$ cat config.mk
export PLATFORM = sky130hd
export DESIGN_NAME = refresh_scheduler
export DESIGN_NICKNAME = d
export VERILOG_FILES = /design/src/rtl/rs_pkg.sv /design/src/rtl/rs_cycle_counter.sv /design/src/rtl/rs_debt.sv /design/src/rtl/rs_sequencer.sv /design/src/rtl/refresh_scheduler.sv
export SDC_FILE = /design/constraint.sdc
export NUM_CORES = 1
export LEC_CHECK = 0
export BUFFER_PORTS_ARGS = -buffer_cell sky130_fd_sc_hd__buf_4
export CORE_MARGIN = 2
export CORE_UTILIZATION = 45
export CTS_CLUSTER_SIZE = 28
export DETAILED_ROUTE_END_ITERATION = 8
export GPL_ROUTABILITY_DRIVEN = 1
export PLACE_DENSITY = 0.7
export SLEW_MARGIN = 20
export SYNTH_ARGS = -nofsm -noshare
export SYNTH_HDL_FRONTEND = slang
export SYNTH_SLANG_ARGS = --single-unit
$ cat constraint.sdc
create_clock -name clk -period 2.8 [get_ports clk]
set_clock_uncertainty 0.2 [all_clocks]
set_input_delay 0.56 -clock clk [delete_from_list [all_inputs] [get_ports clk]]
set_output_delay 0.56 -clock clk [all_outputs]
set_load 0.02 [all_outputs]
$ cat src/rtl/rs_pkg.sv
package rs_pkg;

    typedef enum logic [2:0] {
        ST_POWERUP,
        ST_INIT,
        ST_RUN,
        ST_SELF,
        ST_RECOVER
    } rs_state_e;

    typedef struct packed {
        logic phase_clr;
        logic debt_load;
        logic debt_clr;
        logic run;
        logic gnt_en;
    } rs_ctrl_t;

    // Minimum waits: round up so no minimum is shortened.
    function automatic int ceil_cycles(input int ns, input int clk_ns);
        int c;
        c = (ns + clk_ns - 1) / clk_ns;
        return (c < 1) ? 1 : c;
    endfunction

    // Maximum intervals: round down so no deadline is missed.
    function automatic int floor_cycles(input int ns, input int clk_ns);
        int c;
        c = ns / clk_ns;
        return (c < 1) ? 1 : c;
    endfunction

    function automatic int max3(input int a, input int b, input int c);
        int m;
        m = (a > b) ? a : b;
        return (m > c) ? m : c;
    endfunction

endpackage

$ cat src/rtl/rs_cycle_counter.sv
module rs_cycle_counter #(
    parameter int W = 8
) (
    input  logic         clk,
    input  logic         rst,
    input  logic         clr,
    input  logic [W-1:0] limit,
    output logic         hit
);
    logic [W-1:0] cnt;

    assign hit = (cnt == limit);

    always_ff @(posedge clk) begin
        if (rst || clr) begin
            cnt <= '0;
        end else if (!hit) begin
            cnt <= cnt + 1'b1;
        end
    end
endmodule

$ cat src/rtl/rs_debt.sv
module rs_debt #(
    parameter int W         = 4,
    parameter int INIT_CNT  = 8,
    parameter int URG_LIMIT = 8
) (
    input  logic clk,
    input  logic rst,
    input  logic load,
    input  logic clr,
    input  logic tick,
    input  logic gnt,
    input  logic gnt_en,
    output logic nonzero,
    output logic urgent,
    output logic drained
);
    localparam int MAXV   = (1 << W) - 1;
    localparam int INIT_V = (INIT_CNT > MAXV) ? MAXV : INIT_CNT;
    localparam int LIM_V  = (URG_LIMIT > MAXV) ? MAXV : URG_LIMIT;

    logic [W-1:0] debt;
    logic         take;

    assign nonzero = (debt != '0);
    assign take    = gnt && gnt_en && nonzero;
    assign urgent  = ({1'b0, debt} >= (W+1)'(LIM_V));
    assign drained = take && !tick && (debt == W'(1));

    always_ff @(posedge clk) begin
        if (rst || clr) begin
            debt <= '0;
        end else if (load) begin
            debt <= W'(INIT_V);
        end else begin
            unique case ({tick, take})
                2'b10:   if (debt != W'(MAXV)) debt <= debt + 1'b1;
                2'b01:   debt <= debt - 1'b1;
                default: debt <= debt;
            endcase
        end
    end
endmodule

$ cat src/rtl/rs_sequencer.sv
module rs_sequencer
    import rs_pkg::*;
(
    input  logic      clk,
    input  logic      rst,
    input  logic      phase_hit,
    input  logic      init_drained,
    input  logic      sr_enter,
    input  logic      sr_exit,
    output rs_state_e state,
    output rs_ctrl_t  ctrl
);
    rs_state_e nxt;

    always_comb begin
        nxt  = state;
        ctrl = '0;
        unique case (state)
            ST_POWERUP: begin
                if (phase_hit) begin
                    nxt            = ST_INIT;
                    ctrl.debt_load = 1'b1;
                end
            end
            ST_INIT: begin
                ctrl.gnt_en = 1'b1;
                if (init_drained) nxt = ST_RUN;
            end
            ST_RUN: begin
                ctrl.gnt_en = 1'b1;
                ctrl.run    = 1'b1;
                if (sr_enter) begin
                    nxt            = ST_SELF;
                    ctrl.debt_clr  = 1'b1;
                    ctrl.phase_clr = 1'b1;
                end
            end
            ST_SELF: begin
                if (sr_exit && phase_hit) begin
                    nxt            = ST_RECOVER;
                    ctrl.phase_clr = 1'b1;
                end
            end
            ST_RECOVER: begin
                if (phase_hit) nxt = ST_RUN;
            end
            default: nxt = ST_POWERUP;
        endcase
    end

    always_ff @(posedge clk) begin
        if (rst) state <= ST_POWERUP;
        else     state <= nxt;
    end
endmodule

$ cat src/rtl/refresh_scheduler.sv
module refresh_scheduler
    import rs_pkg::*;
#(
    parameter int CLK_NS       = 20,
    parameter int STARTUP_NS   = 200000,
    parameter int INIT_CYCLES  = 8,
    parameter bit LOW_POWER    = 1'b0,
    parameter int REFI_STD_NS  = 15625,
    parameter int REFI_LP_NS   = 125000,
    parameter int SR_MIN_NS    = 100000,
    parameter int SR_EXIT_NS   = 110,
    parameter int DEBT_W       = 4,
    parameter int URGENT_LIMIT = 8
) (
    input  logic clk,
    input  logic rst,
    input  logic ref_gnt,
    input  logic sr_enter_req,
    input  logic sr_exit_req,
    output logic ref_req,
    output logic ref_urgent,
    output logic ready,
    output logic sr_hold
);
    localparam int STARTUP_CYC = ceil_cycles(STARTUP_NS, CLK_NS);
    localparam int SR_MIN_CYC  = ceil_cycles(SR_MIN_NS, CLK_NS);
    localparam int REC_CYC     = ceil_cycles(SR_EXIT_NS, CLK_NS);
    localparam int REFI_NS     = LOW_POWER ? REFI_LP_NS : REFI_STD_NS;
    localparam int REFI_CYC    = floor_cycles(REFI_NS, CLK_NS);
    localparam int PH_MAX      = max3(STARTUP_CYC, SR_MIN_CYC, REC_CYC);
    localparam int PH_W        = $clog2(PH_MAX + 1);
    localparam int REFI_W      = $clog2(REFI_CYC + 1);

    rs_state_e   state;
    rs_ctrl_t    ctrl;
    logic [PH_W-1:0] phase_limit;
    logic        phase_hit;
    logic        refi_hit;
    logic        tick;
    logic        debt_nz;
    logic        drained;

    always_comb begin
        unique case (state)
            ST_POWERUP: phase_limit = PH_W'(STARTUP_CYC - 1);
            ST_SELF:    phase_limit = PH_W'(SR_MIN_CYC - 1);
            ST_RECOVER: phase_limit = PH_W'(REC_CYC - 1);
            default:    phase_limit = '0;
        endcase
    end

    rs_cycle_counter #(.W(PH_W)) u_phase (
        .clk   (clk),
        .rst   (rst),
        .clr   (ctrl.phase_clr),
        .limit (phase_limit),
        .hit   (phase_hit)
    );

    rs_cycle_counter #(.W(REFI_W)) u_interval (
        .clk   (clk),
        .rst   (rst),
        .clr   (!ctrl.run || refi_hit),
        .limit (REFI_W'(REFI_CYC - 1)),
        .hit   (refi_hit)
    );

    assign tick = ctrl.run && refi_hit;

    rs_debt #(
        .W         (DEBT_W),
        .INIT_CNT  (INIT_CYCLES),
        .URG_LIMIT (URGENT_LIMIT)
    ) u_debt (
        .clk     (clk),
        .rst     (rst),
        .load    (ctrl.debt_load),
        .clr     (ctrl.debt_clr),
        .tick    (tick),
        .gnt     (ref_gnt),
        .gnt_en  (ctrl.gnt_en),
        .nonzero (debt_nz),
        .urgent  (ref_urgent),
        .drained (drained)
    );

    rs_sequencer u_seq (
        .clk          (clk),
        .rst          (rst),
        .phase_hit    (phase_hit),
        .init_drained (drained),
        .sr_enter     (sr_enter_req),
        .sr_exit      (sr_exit_req),
        .state        (state),
        .ctrl         (ctrl)
    );

    assign ready   = (state == ST_RUN);
    assign sr_hold = (state == ST_SELF);
    assign ref_req = debt_nz && ctrl.gnt_en;
endmodule

# [Word level (Yosys, flattened, before mapping)]
# Index checks and enable logic that the tools add are counted.
[classes] add_sub_neg=4 order_cmp=1 eq_ne=17 n_mux=17 reduce_logical=22
[op_table] op="$pmux W14 S3" n=1
[op_table] op="$mux W3" n=5
[op_table] op="$pmux W3 S5" n=1
[op_table] op="$add A14 B1 Y14 const B" n=1
[op_table] op="$eq A14 B14 Y1" n=1
[op_table] op="$add A10 B1 Y10 const B" n=1
[op_table] op="$eq A10 B10 Y1 const B" n=1
[op_table] op="$mux W4" n=2
[op_table] op="$ne A2 B1 Y1 const B" n=4
[op_table] op="$pmux W4 S2" n=1
[op_table] op="$logic_and A1 B1 Y1" n=7
[op_table] op="$eq A3 B2 Y1 const B" n=2
[op_table] op="$mux W1" n=5
[op_table] op="$reduce_and A5 Y1" n=1
[op_table] op="$add A4 B1 Y4 const B" n=1
[op_table] op="$eq A4 B1 Y1 const B" n=1
[op_table] op="$ge A4 B4 Y1 const B" n=1
[op_table] op="$logic_or A1 B1 Y1" n=4
[op_table] op="$ne A2 B2 Y1 const B" n=2
[op_table] op="$ne A4 B4 Y1 const B" n=1
[op_table] op="$reduce_and A2 Y1" n=2
[op_table] op="$reduce_bool A4 Y1" n=1
[op_table] op="$reduce_or A2 Y1" n=2
[op_table] op="$sub A4 B1 Y4 const B" n=1
[op_table] op="other kinds (11)" n=12
[word_totals] register_bits=31 input_bits=5 output_inout_bits=4 wordCells=66

# [Logic depth before layout (Yosys ltp)]
# Gate-level depths: netlist of run 1.
[logic_depth] depth_word=9 depth_mapped=12 mapped_depth_nobuf=12

# [Cells and area by module]
# From an unflattened synthesis of run 1, not the netlist that was laid out.
[unflattened] hier_cells=254 hier_area_um2=2145.8
[by_module_without_submodules] module="rs_cycle_counter at u_phase" instances=1 cells_each=100 area_per_inst_um2=892.1 seq_area_each_um2=280.3
[by_module_without_submodules] module="rs_cycle_counter at u_interval" instances=1 cells_each=67 area_per_inst_um2=568.0 seq_area_each_um2=200.2
[by_module_without_submodules] module="rs_debt" instances=1 cells_each=44 area_per_inst_um2=356.6 seq_area_each_um2=80.1
[by_module_without_submodules] module="rs_sequencer" instances=1 cells_each=31 area_per_inst_um2=251.5 seq_area_each_um2=60.1
[by_module_without_submodules] module="refresh_scheduler" instances=1 cells_each=12 area_per_inst_um2=77.6 seq_area_each_um2=0.0

# [Worst setup path after synthesis of run 1]
# Ideal clock, no wire load.
[synth_timing] kind="reg2reg" start="reg u_debt.debt[0]" end="reg u_debt.debt[3]" setup_ns=0.130 arrival_time_ns=2.682 required_ns=2.470 slack_ns=-0.211 stages_incl_launch_ff=12 n_path_buf=0 period_less_slack_ns=3.011 cell_sequence="dfxtp_1 inv_1 ha_1 a211oi_1 nand2_1 inv_1 ha_1 or4b_2 a21oi_1 nand3_1 o21ai_0 a21oi_1"
[synth_between] elab_chain_cells=5 word_cells_on_any_way=13 classes_between="add/sub: 2; eq/ne: 4; mux: 3; reduce/logical: 4"
[synth_lines] element="start, declared" line_no="rs_debt.sv:21" text="logic [W-1:0] debt;"
[synth_lines] element="start signal, assigned" line_no="rs_debt.sv:33" text="debt <= W'(INIT_V);"
[synth_lines] element="start signal, assigned" line_no="rs_debt.sv:36" text="2'b10: if (debt != W'(MAXV)) debt <= debt + 1'b1;"
[synth_lines] element="start signal, assigned" line_no="rs_debt.sv:37" text="2'b01: debt <= debt - 1'b1;"
[synth_lines] element="parallel branches: the longest is 5 deep, another holds $add A4 B1 Y4"
# Several ways; the timed one is not identified. The select of a mux whose other input is x is not followed.
# A chain may end at the register's enable or synchronous reset.

# [Final worst setup path of run 1]
[layout_timing] start="reg u_debt.debt[1]" end="reg u_debt.debt[3]"
# The elaborated chain is that of the path after synthesis.

==> run_results.csv, run 1 <==
group,metric,value,unit
pwr,power.leakage,0.764,nW
yosys,yosysTopAreaCell,"dfxtp_1",
yosys,avgSynthCellArea,7.94,um^2
drt,routed_wl,3520,um
cts,clkTransAtPathRegs,70,ps
yosys,synth_warnings,0,
grt,overflow,0,
cts,cts.sinks,31,
floorplan,core,3740,um^2
drt,ant_nets,0,
layout,ff_latch_area,624,um^2
drt,avgRoutedWirePerCell,12.4,um
grt,antenna_found_initial,0,
floorplan,dieWidth,67.0,um
yosys,yosysTopAreaCellShare,34.7,%
yosys,synth_cell_types,41,
layout,multi_input_area,1090,um^2
drt,drtIter0Drc,48,
setup_path,path_buf_inv,2,
timing,setup_tns,0,ps
setup_path,critPathTopFamily,"simple AND/OR/NAND/NOR gates",
floorplan,boundaryPins,9,
floorplan,chipHeight,67.0,um
grt,track_usage,17.6,%
pwr,cellPowerDensity,468,nW/um^2
pwr,peakVddDrop,0.341,mV
yosys,synth_seq_cells,31,
timing,finalSetupViolCount,0,
yosys,synth.net_count,238,
pwr,power,949,uW
setup_path,cp.required,2770,ps
timing,slew_viol_final,0,
timing,finalCritPeriodShare,92.2,%
placed_design,portBuffers,8,
setup_path,worstPathArrival,2550,ps
yosys,synthTopCellsByCount,"nor2_1, dfxtp_1, nand2_1",
setup_path,crit_chain,"inv_1 > ha_1 > a211oi_2 > nand2_1 > inv_1 > ha_1 > or4b_2 > a21oi_1 > nand3_1 > o21ai_0 > a21oi_1",
yosys,syn_inst,225,
timing,slew-limit-headroom,65.5,%
yosys,synthArstFlopShare,0,%
timing,period_minus_slack,2580,ps
floorplan,die_area,4490,um^2
cts,cts_root_buf,"clkbuf_8",
outcome,status,"finished, final reports clean",
cts,clockBufferDepth,2,
layout,antenna_cells,0,
setup_path,crit_fanout,4,
layout,areaGrowthSynthToFinish,13.4,%
setup_path,cp-start-kind,"flop",
setup_path,criticalPathCategory,"reg2reg",
drt,firstDrtPassIters,4,
cts,cts_tree,"built",
yosys,syn-cell-area,1790,um^2
drt,drc,0,
layout,fill_cells,363,
yosys,synth_most_common_cell,"nor2_1",
timing,whs,287,ps
yosys,synth_edf_count,0,
setup_path,max_stage_delay,580,ps
timing,max_freq,388,MHz
yosys,seq_area_frac_synth,34.7,%
drt,viasPerCell,5.34,
layout,layout-drive-gt1-share,13.9,%
timing,grt_setup_unrepaired,"no",
cts,htreeDepth,2,
setup_path,crit_slowest_cell,"or4b_2",
drt,dr_total_vias,1521,
placed_design,hpwl,2550,um
floorplan,rows,22,
grt,grt_max_degree,17,
timing,worst_slew_pin_slew,513,ps
cts,cts_buffers,5,
setup_path,cp-end-kind,"flop",
grt,grt_pass1_vias,1340,
placed_design,finalWeightedCongestion,0.785,
job,drv_cap,0,
grt,grt_pass1_wl,5910,um
timing,hold_viol_final,0,
min_path,hp-class,"in2reg",
cts,clk_latency,290,ps
layout,nets,249,
yosys,synth_ff_type,"dfxtp_1",
floorplan,start_util,47.7,%
yosys,ys_top_cells_by_area,"dfxtp_1, nor2_1, xor2_1",
-- power by group --
part	internal [mW]	switching [mW]	leakage, nW	total, mW
Combinational	0.0157	0.0179	0.451	0.0336
Clock	0.288	0.176	0.0612	0.464
Sequential	0.445	0.00647	0.252	0.451
-- cells in the final DEF, fill, tap and decap left out, drive strengths merged, types with 6 or more instances in the layout --
cell,count
nor2,38
dfxtp,31
nand2,23
nand3,14
buf,14
xor2,13
o21ai,9
inv,8
xnor2,8
a21oi,8
ha,8
nor3,7
clkbuf,6
-- through the flow --
step           instance area (um^2)  worst slack (ps)  utilization, %  cells
2_1_floorplan                  1790              23.7               -    225
3_3_place_gp                   1900               191            50.7    277
3_5_place_dp                   1900               151            50.7    277
4_1_cts                        2020               141            53.8    285
5_1_grt                        2030              14.9            54.1    285
6_report                       2030               219            54.1    285
-- cell families after synthesis --
kind of cell | synth area share (%)
AO/OA/AOI/OAI | 9.73
XOR/XNOR | 10.3
adder cells (fa/ha/maj) | 5.60
buffers and inverters | 4.97
flip-flops | 34.7
multiplexers | 2.94
AND/OR/NAND/NOR | 31.7
-- sequential cells by signal, indices dropped and copies added (netlist names) --
name and flops:
u_debt.debt 4, u_seq.state 3, u_phase.cnt 14, u_interval.cnt 10
-- final cells by class --
type	count	area share (%)
sequential	31	30.8
clock inverter	2	1.73
inverter	8	1.48
timing repair buffer	14	5.19
multi-input combinational	176	53.7
tap	48	2.96
clock buffer	6	4.08
-- final timing paths --
| kind | endpoint | start | cells after the start | slack, ps |
|---|---|---|---|---|
| worst min register to register | u_phase.cnt[8]$_SDFFE_PP0P_ | u_phase.cnt[8]$_SDFFE_PP0P_ | 2 | 300 |
| worst min-delay path | u_seq.state[2]$_SDFFE_PP0P_ | rst | 2 | 290 |
| worst max register to register | u_debt.debt[3]$_SDFFE_PP0P_ | u_debt.debt[1]$_SDFFE_PP0P_ | 11 | 220 |
| worst max-delay path | u_debt.debt[3]$_SDFFE_PP0P_ | u_debt.debt[1]$_SDFFE_PP0P_ | 11 | 220 |
-- timing repair --
item / CTS / global route
setup buffers: 0 / 0
hold buffers: 0 / 0
setup endpoints to repair: 0 / 3
resized for setup: 0 / 4
-- per-layer routing --
layer  track usage, %  part of all wire [%]  wire length [um]  vias to the layer above
met2             28.3                    44              1550                       26
met1             21.3                    51              1780                      696
met3             5.24                   3.9               138                        6
met5                0                     0                 0                        -
met4             8.42                   1.5                53                        0
li1                 -                     -                 -                      793
No activity file was read; power rests on OpenSTA's default activity.
==> inputs of run 2 (changes only) <==
--- a/config.mk
+++ b/config.mk
@@ -6,11 +6,13 @@
 export NUM_CORES = 1
 export LEC_CHECK = 0
 export BUFFER_PORTS_ARGS = -buffer_cell sky130_fd_sc_hd__buf_4
+export CORE_ASPECT_RATIO = 0.6
 export CORE_MARGIN = 2
 export CORE_UTILIZATION = 45
 export CTS_CLUSTER_SIZE = 28
 export DETAILED_ROUTE_END_ITERATION = 8
 export GPL_ROUTABILITY_DRIVEN = 1
+export GPL_TIMING_DRIVEN = 0
 export PLACE_DENSITY = 0.7
 export SLEW_MARGIN = 20
 export SYNTH_ARGS = -nofsm -noshare
==> run_results.csv, run 2 (synthesized netlist as in run 1, its figures left out) <==
group,metric,value,unit
min_path,hp-class,"in2reg",
timing,period_minus_slack,2660,ps
pwr,power.leakage,0.752,nW
layout,antenna_cells,0,
min_path,hp-start,"rst",
job,drv_cap,0,
outcome,status,"finished, final reports clean",
setup_path,cp-end-kind,"flop",
drt,viasPerCell,5.42,
cts,clkTransAtPathRegs,70,ps
layout,largest_reg_flops,14,
placed_design,portBuffers,8,
layout,nets,253,
layout,stdcell_area,2020,um^2
setup_path,reg2reg_to,"u_debt.debt[3]$_SDFFE_PP0P_",
drt,routed_wl,3760,um
timing,layout_setup_ws,142,ps
timing,slew_viol_final,0,
floorplan,boundaryPins,9,
setup_path,worst_r2r_path_depth,11,
floorplan,core,3740,um^2
drt,firstDrtPassIters,5,
setup_path,r2r_setup_slack,140,ps
setup_path,criticalPathCategory,"reg2reg",
grt,overflow,0,
cts,cts_tree,"built",
floorplan,start_util,47.7,%
cts,cts.sinks,31,
cts,ctsHoldBuffers,0,
cts,clk_latency,290,ps
layout,areaGrowthSynthToFinish,13.2,%
floorplan,dieWidth,85.3,um
layout,mostFrequentLayoutCell,"nor2_1",
layout,regMostFlops,"u_phase.cnt",
pwr,cellPowerDensity,411,nW/um^2
cts,postCtsSetupRepairBufs,0,
grt,grt_pass1_vias,1338,
drt,dr_total_vias,1560,
timing,slew-limit-headroom,56.8,%
pwr,peakVddDrop,0.208,mV
cts,htreeDepth,2,
setup_path,cp.required,2760,ps
grt,track_usage,18.6,%
drt,ant_nets,0,
grt,grt_pass1_wl,6340,um
min_path,hold_end,"u_seq.state[2]$_SDFFE_PP0P_",
min_path,holdPathStages,2,
placed_design,hpwl,2740,um
grt,antenna_found_initial,0,
drt,drc,0,
timing,finalSetupViolCount,0,
setup_path,worstPathArrival,2620,ps
timing,setup_tns,0,ps
cts,clockBufferDepth,2,
timing,hold_viol_final,0,
floorplan,rows,17,
cts,cts_buffers,5,
placed_design,placed_cell_area,1910,um^2
placed_design,dp_slack,17.9,ps
timing,finalCritPeriodShare,94.9,%
placed_design,finalWeightedCongestion,0.821,
setup_path,cp-start-kind,"flop",
setup_path,crit_fanout,10,
layout,final_cell_mix,"nor2_1, dfxtp_1, nand2_1",
drt,drtIter0Drc,105,
timing,worst_slew_pin_slew,649,ps
grt,grt_max_degree,11,
drt,avgRoutedWirePerCell,13.1,um
floorplan,die_area,4510,um^2
layout,layout-drive-gt1-share,13.7,%
cts,cts_root_buf,"clkbuf_8",
timing,grt_setup_unrepaired,"no",
timing,whs,274,ps
floorplan,chipHeight,52.8,um
layout,reg.largest.list,"u_phase.cnt (14), u_interval.cnt (10), u_debt.debt (4)",
setup_path,worstReg2RegStart,"u_seq.state[0]$_SDFFE_PP0P_",
timing,max_freq,376,MHz
==> run 2: timing repair <==
item | CTS | global route
hold endpoints to repair | 0 | 0
gates resized for setup | 0 | 8
setup endpoints to repair | 0 | 6
==> run 2: per-layer routing <==
metal  part of all wire, %  GRT usage, %  up-vias
met4                   1.4          6.35        0
met5                     0             0        -
li1                      -             -      799
met1                    55          27.8      708
met2                    35          24.5       46
met3                   8.2          5.67        7
==> run 2: final cells by class <==
type                       instances  area [um^2]
buffer                            10         61.3
clock buffer                       5         68.8
clock inverter                     3         15.0
fill                             357         1720
inverter                           8         30.0
multi-input combinational        176         1100
sequential                        31          623
tap                               47         58.8
timing repair buffer               8         60.1
==> run 2: power breakdown <==
group          switching (mW)  internal, mW  leakage [nW]
clock                   0.179         0.170        0.0477
combinational          0.0191        0.0135         0.453
sequential            0.00589         0.445         0.251
==> run 2: worst max-delay path by stage <==
stage                                  endpoint                        start
global route        u_debt.debt[3]$_SDFFE_PP0P_  u_debt.debt[0]$_SDFFE_PP0P_
finish              u_debt.debt[3]$_SDFFE_PP0P_  u_seq.state[0]$_SDFFE_PP0P_
detailed placement  u_debt.debt[3]$_SDFFE_PP0P_  u_debt.debt[0]$_SDFFE_PP0P_
floorplan           u_debt.debt[3]$_SDFFE_PP0P_  u_debt.debt[0]$_SDFFE_PP0P_
global placement    u_debt.debt[3]$_SDFFE_PP0P_  u_debt.debt[0]$_SDFFE_PP0P_
CTS                 u_debt.debt[3]$_SDFFE_PP0P_  u_debt.debt[0]$_SDFFE_PP0P_
==> run 2: worst max-delay path, cell delays in order (launching register included) <==
cell and delay, ps:
dfxtp_1 310, clkbuf_4 180, xnor2_1 160, a211oi_2 240
nand2_1 110, inv_1 130, ha_4 190, or4b_2 600
a21oi_2 170, nand3_1 80, o21ai_0 80, a21oi_1 80
==> run 2: through the flow <==
step           utilization (%)  instances  power (mW)
2_1_floorplan                -        225       0.479
3_3_place_gp              51.0        280       0.492
3_5_place_dp              51.0        280       0.492
4_1_cts                   53.3        288       0.839
5_1_grt                   54.0        288       0.861
6_report                  54.0        288       0.832
==> inputs of run 3 (changes only) <==
--- a/config.mk
+++ b/config.mk
@@ -6,15 +6,14 @@
 export NUM_CORES = 1
 export LEC_CHECK = 0
 export BUFFER_PORTS_ARGS = -buffer_cell sky130_fd_sc_hd__buf_4
-export CORE_ASPECT_RATIO = 0.6
 export CORE_MARGIN = 2
 export CORE_UTILIZATION = 45
 export CTS_CLUSTER_SIZE = 28
 export DETAILED_ROUTE_END_ITERATION = 8
 export GPL_ROUTABILITY_DRIVEN = 1
 export GPL_TIMING_DRIVEN = 0
-export PLACE_DENSITY = 0.7
 export SLEW_MARGIN = 20
 export SYNTH_ARGS = -nofsm -noshare
 export SYNTH_HDL_FRONTEND = slang
+export SYNTH_HIERARCHICAL = 1
 export SYNTH_SLANG_ARGS = --single-unit
==> run_results.csv, run 3 <==
group,metric,value,unit
outcome,status,"finished, final reports clean",
drt,dr_total_vias,1917,
setup_path,worstReg2RegStart,"u_interval/cnt[7]$_SDFFE_PP0P_",
grt,grt_max_degree,16,
layout,regMostFlops,"u_phase/cnt",
min_path,hold_end,"u_phase/cnt[13]$_SDFFE_PP0P_",
drt,avgRoutedWirePerCell,13.4,um
placed_design,finalWeightedCongestion,0.793,
timing,max_freq,378,MHz
yosys,synth_most_common_cell,"dfxtp_1",
timing,hold_viol_final,0,
setup_path,crit_fanout,11,
pwr,power,844,uW
placed_design,portBuffers,8,
drt,firstDrtPassIters,4,
layout,layout-drive-gt1-share,25.7,%
yosys,synth_warnings,6,
cts,clkTransAtPathRegs,70,ps
layout,largest_reg_flops,14,
timing,finalSetupViolCount,0,
job,drv_cap,0,
layout,antenna_cells,0,
layout,fill_cells,451,
setup_path,cp-start-kind,"flop",
setup_path,worst_r2r_path_depth,10,
layout,areaGrowthSynthToFinish,19.9,%
floorplan,core,4660,um^2
grt,grt.met1_usage,25.4,%
floorplan,dieWidth,73.1,um
grt,grt_busiest_layer,"met2",
placed_design,hpwl,3120,um
grt,overflow,0,
min_path,holdPathStages,2,
grt,grt_pass1_wl,7700,um
yosys,syn_inst,254,
timing,slew_viol_final,0,
cts,cts.sinks,31,
yosys,synthTopCellsByCount,"dfxtp_1, a21oi_1, xnor2_1",
min_path,hp-start,"u_phase/cnt[13]$_SDFFE_PP0P_",
drt,ant_nets,0,
yosys,synth_cell_types,59,
timing,finalCritPeriodShare,94.4,%
pwr,power.leakage,0.957,nW
grt,met2_usage,26.9,%
cts,clockBufferDepth,2,
floorplan,die_area,5340,um^2
setup_path,criticalPathCategory,"reg2reg",
yosys,synthXorXnorAreaFrac,12.2,%
cts,cts_root_buf,"clkbuf_8",
cts,ctsHoldBuffers,0,
yosys,avgSynthCellArea,8.45,um^2
drt,viasPerCell,5.48,
drt,routed_wl,4680,um
timing,layout_setup_ws,158,ps
cts,clk_latency,280,ps
timing,whs,293,ps
pwr,cellPowerDensity,328,nW/um^2
floorplan,boundaryPins,9,
timing,setup_tns,0,ps
grt,grt_util_met3,3.87,%
yosys,synth_compound_area_share,18.8,%
grt,grt_pass1_vias,1720,
layout,final_cell_mix,"dfxtp_1, buf_4, xnor2_1, a21oi_1, nand2_1",
setup_path,cp.required,2790,ps
timing,period_minus_slack,2640,ps
cts,cts_tree,"built",
grt,antenna_found_initial,0,
layout,ff_latch_area,629,um^2
yosys,yosysTopAreaCellShare,28.9,%
grt,track_usage,17.8,%
yosys,seq_area_frac_synth,28.9,%
layout,final_core_util,55.2,%
setup_path,startpoint,"u_interval/cnt[7]$_SDFFE_PP0P_",
yosys,synth_top_family_by_area,"simple AND/OR/NAND/NOR gates",
drt,drtIter0Drc,131,
pwr,peakVddDrop,0.235,mV
layout,mostFrequentLayoutCell,"dfxtp_1",
layout,multi_input_area,1500,um^2
setup_path,worstPathArrival,2630,ps
yosys,synth_ff_type,"dfxtp_1",
layout,reg.largest.list,"u_phase/cnt (14), u_interval/cnt (10), u_debt/debt (4)",
min_path,hp-class,"reg2reg",
yosys,muxShareOfSynthArea,1.98,%
floorplan,chipHeight,73.1,um
placed_design,dp_slack,-390,ps
yosys,synth_seq_cells,31,
yosys,synthArstFlopShare,0,%
drt,drc,0,
floorplan,rows,25,
layout,nets,305,
yosys,synthSimpleGateAreaFrac,29.2,%
setup_path,r2r_setup_slack,160,ps
yosys,syn-cell-area,2150,um^2
cts,htreeDepth,2,
cts,cts_buffers,5,
setup_path,reg2reg_to,"u_debt/debt[3]$_SDFFE_PP0P_",
floorplan,start_util,46.0,%
yosys,ys_top_cells_by_area,"dfxtp_1, xnor2_1, xor2_1",
setup_path,cp-end-kind,"flop",
yosys,synth_edf_count,0,
yosys,synth_fa_ha_area_share,2.92,%
yosys,yosysTopAreaCell,"dfxtp_1",
[run 3: worst max-delay path by stage]
stage	endpoint	slack [ps]	depth (start not counted)
after floorplan	u_phase/cnt[0]$_SDFFE_PP0P_	100	12
after global placement	u_phase/cnt[1]$_SDFFE_PP0P_	-370	12
after detailed placement	u_phase/cnt[0]$_SDFFE_PP0P_	-390	12
after CTS	u_phase/cnt[9]$_SDFFE_PP0P_	5	12
after global routing	u_debt/debt[3]$_SDFFE_PP0P_	-8	10
final	u_debt/debt[3]$_SDFFE_PP0P_	160	10
[run 3: through the flow]
step	cell area [um^2]	instances
finish	2570	350
global route	2570	350
CTS	2430	337
detailed placement	2320	328
global placement	2320	328
floorplan	2200	266
[run 3: power by group]
group / leakage, nW / internal [mW] / switching, mW
Sequential: 0.252 / 0.443 / 0.00645
Clock: 0.0422 / 0.174 / 0.167
Combinational: 0.663 / 0.0257 / 0.0280
[run 3: critical path: stages, from the launching register on]
cell	delay, ps
dfxtp_1	360
xor2_1	190
nor4_2	300
and3_1	180
clkbuf_4	170
buf_6	150
and2_4	200
nor2_1	80
a2bb2oi_1	150
or3_1	320
a311oi_1	240
[run 3: layout make-up]
| cell class | instances | share of cell area (%) |
|---|---|---|
| Tap cell | 54 | 2.63 |
| Sequential cell | 31 | 24.5 |
| Timing Repair Buffer | 23 | 7.29 |
| Clock inverter | 1 | 0.194 |
| Clock buffer | 7 | 2.97 |
| Inverter | 10 | 1.46 |
| Multi-Input combinational cell | 216 | 58.1 |
| Buffer | 8 | 2.87 |
[run 3: cells by family after synthesis]
group                      after synthesis
and+or+nand+nor                        104
buffers and inverters                   19
other                                    2
AOI/OAI and AO/OA                       59
adders and majority gates                5
DFF                                     31
muxes                                    4
xor gates and xnor gates                30
[run 3: what timing repair did]
action,CTS,global route
cloned,0,2
pin swaps,1,6
setup buffers,1,12
endpoints found under the setup margin,15,13
resized for setup,7,12
[run 3: per-layer routing]
metal | wire length, um | part of all wire, %
met1 | 2350 | 50
met2 | 2130 | 46
met3 | 172 | 3.7
met4 | 19 | 0.41
met5 | 0 | 0
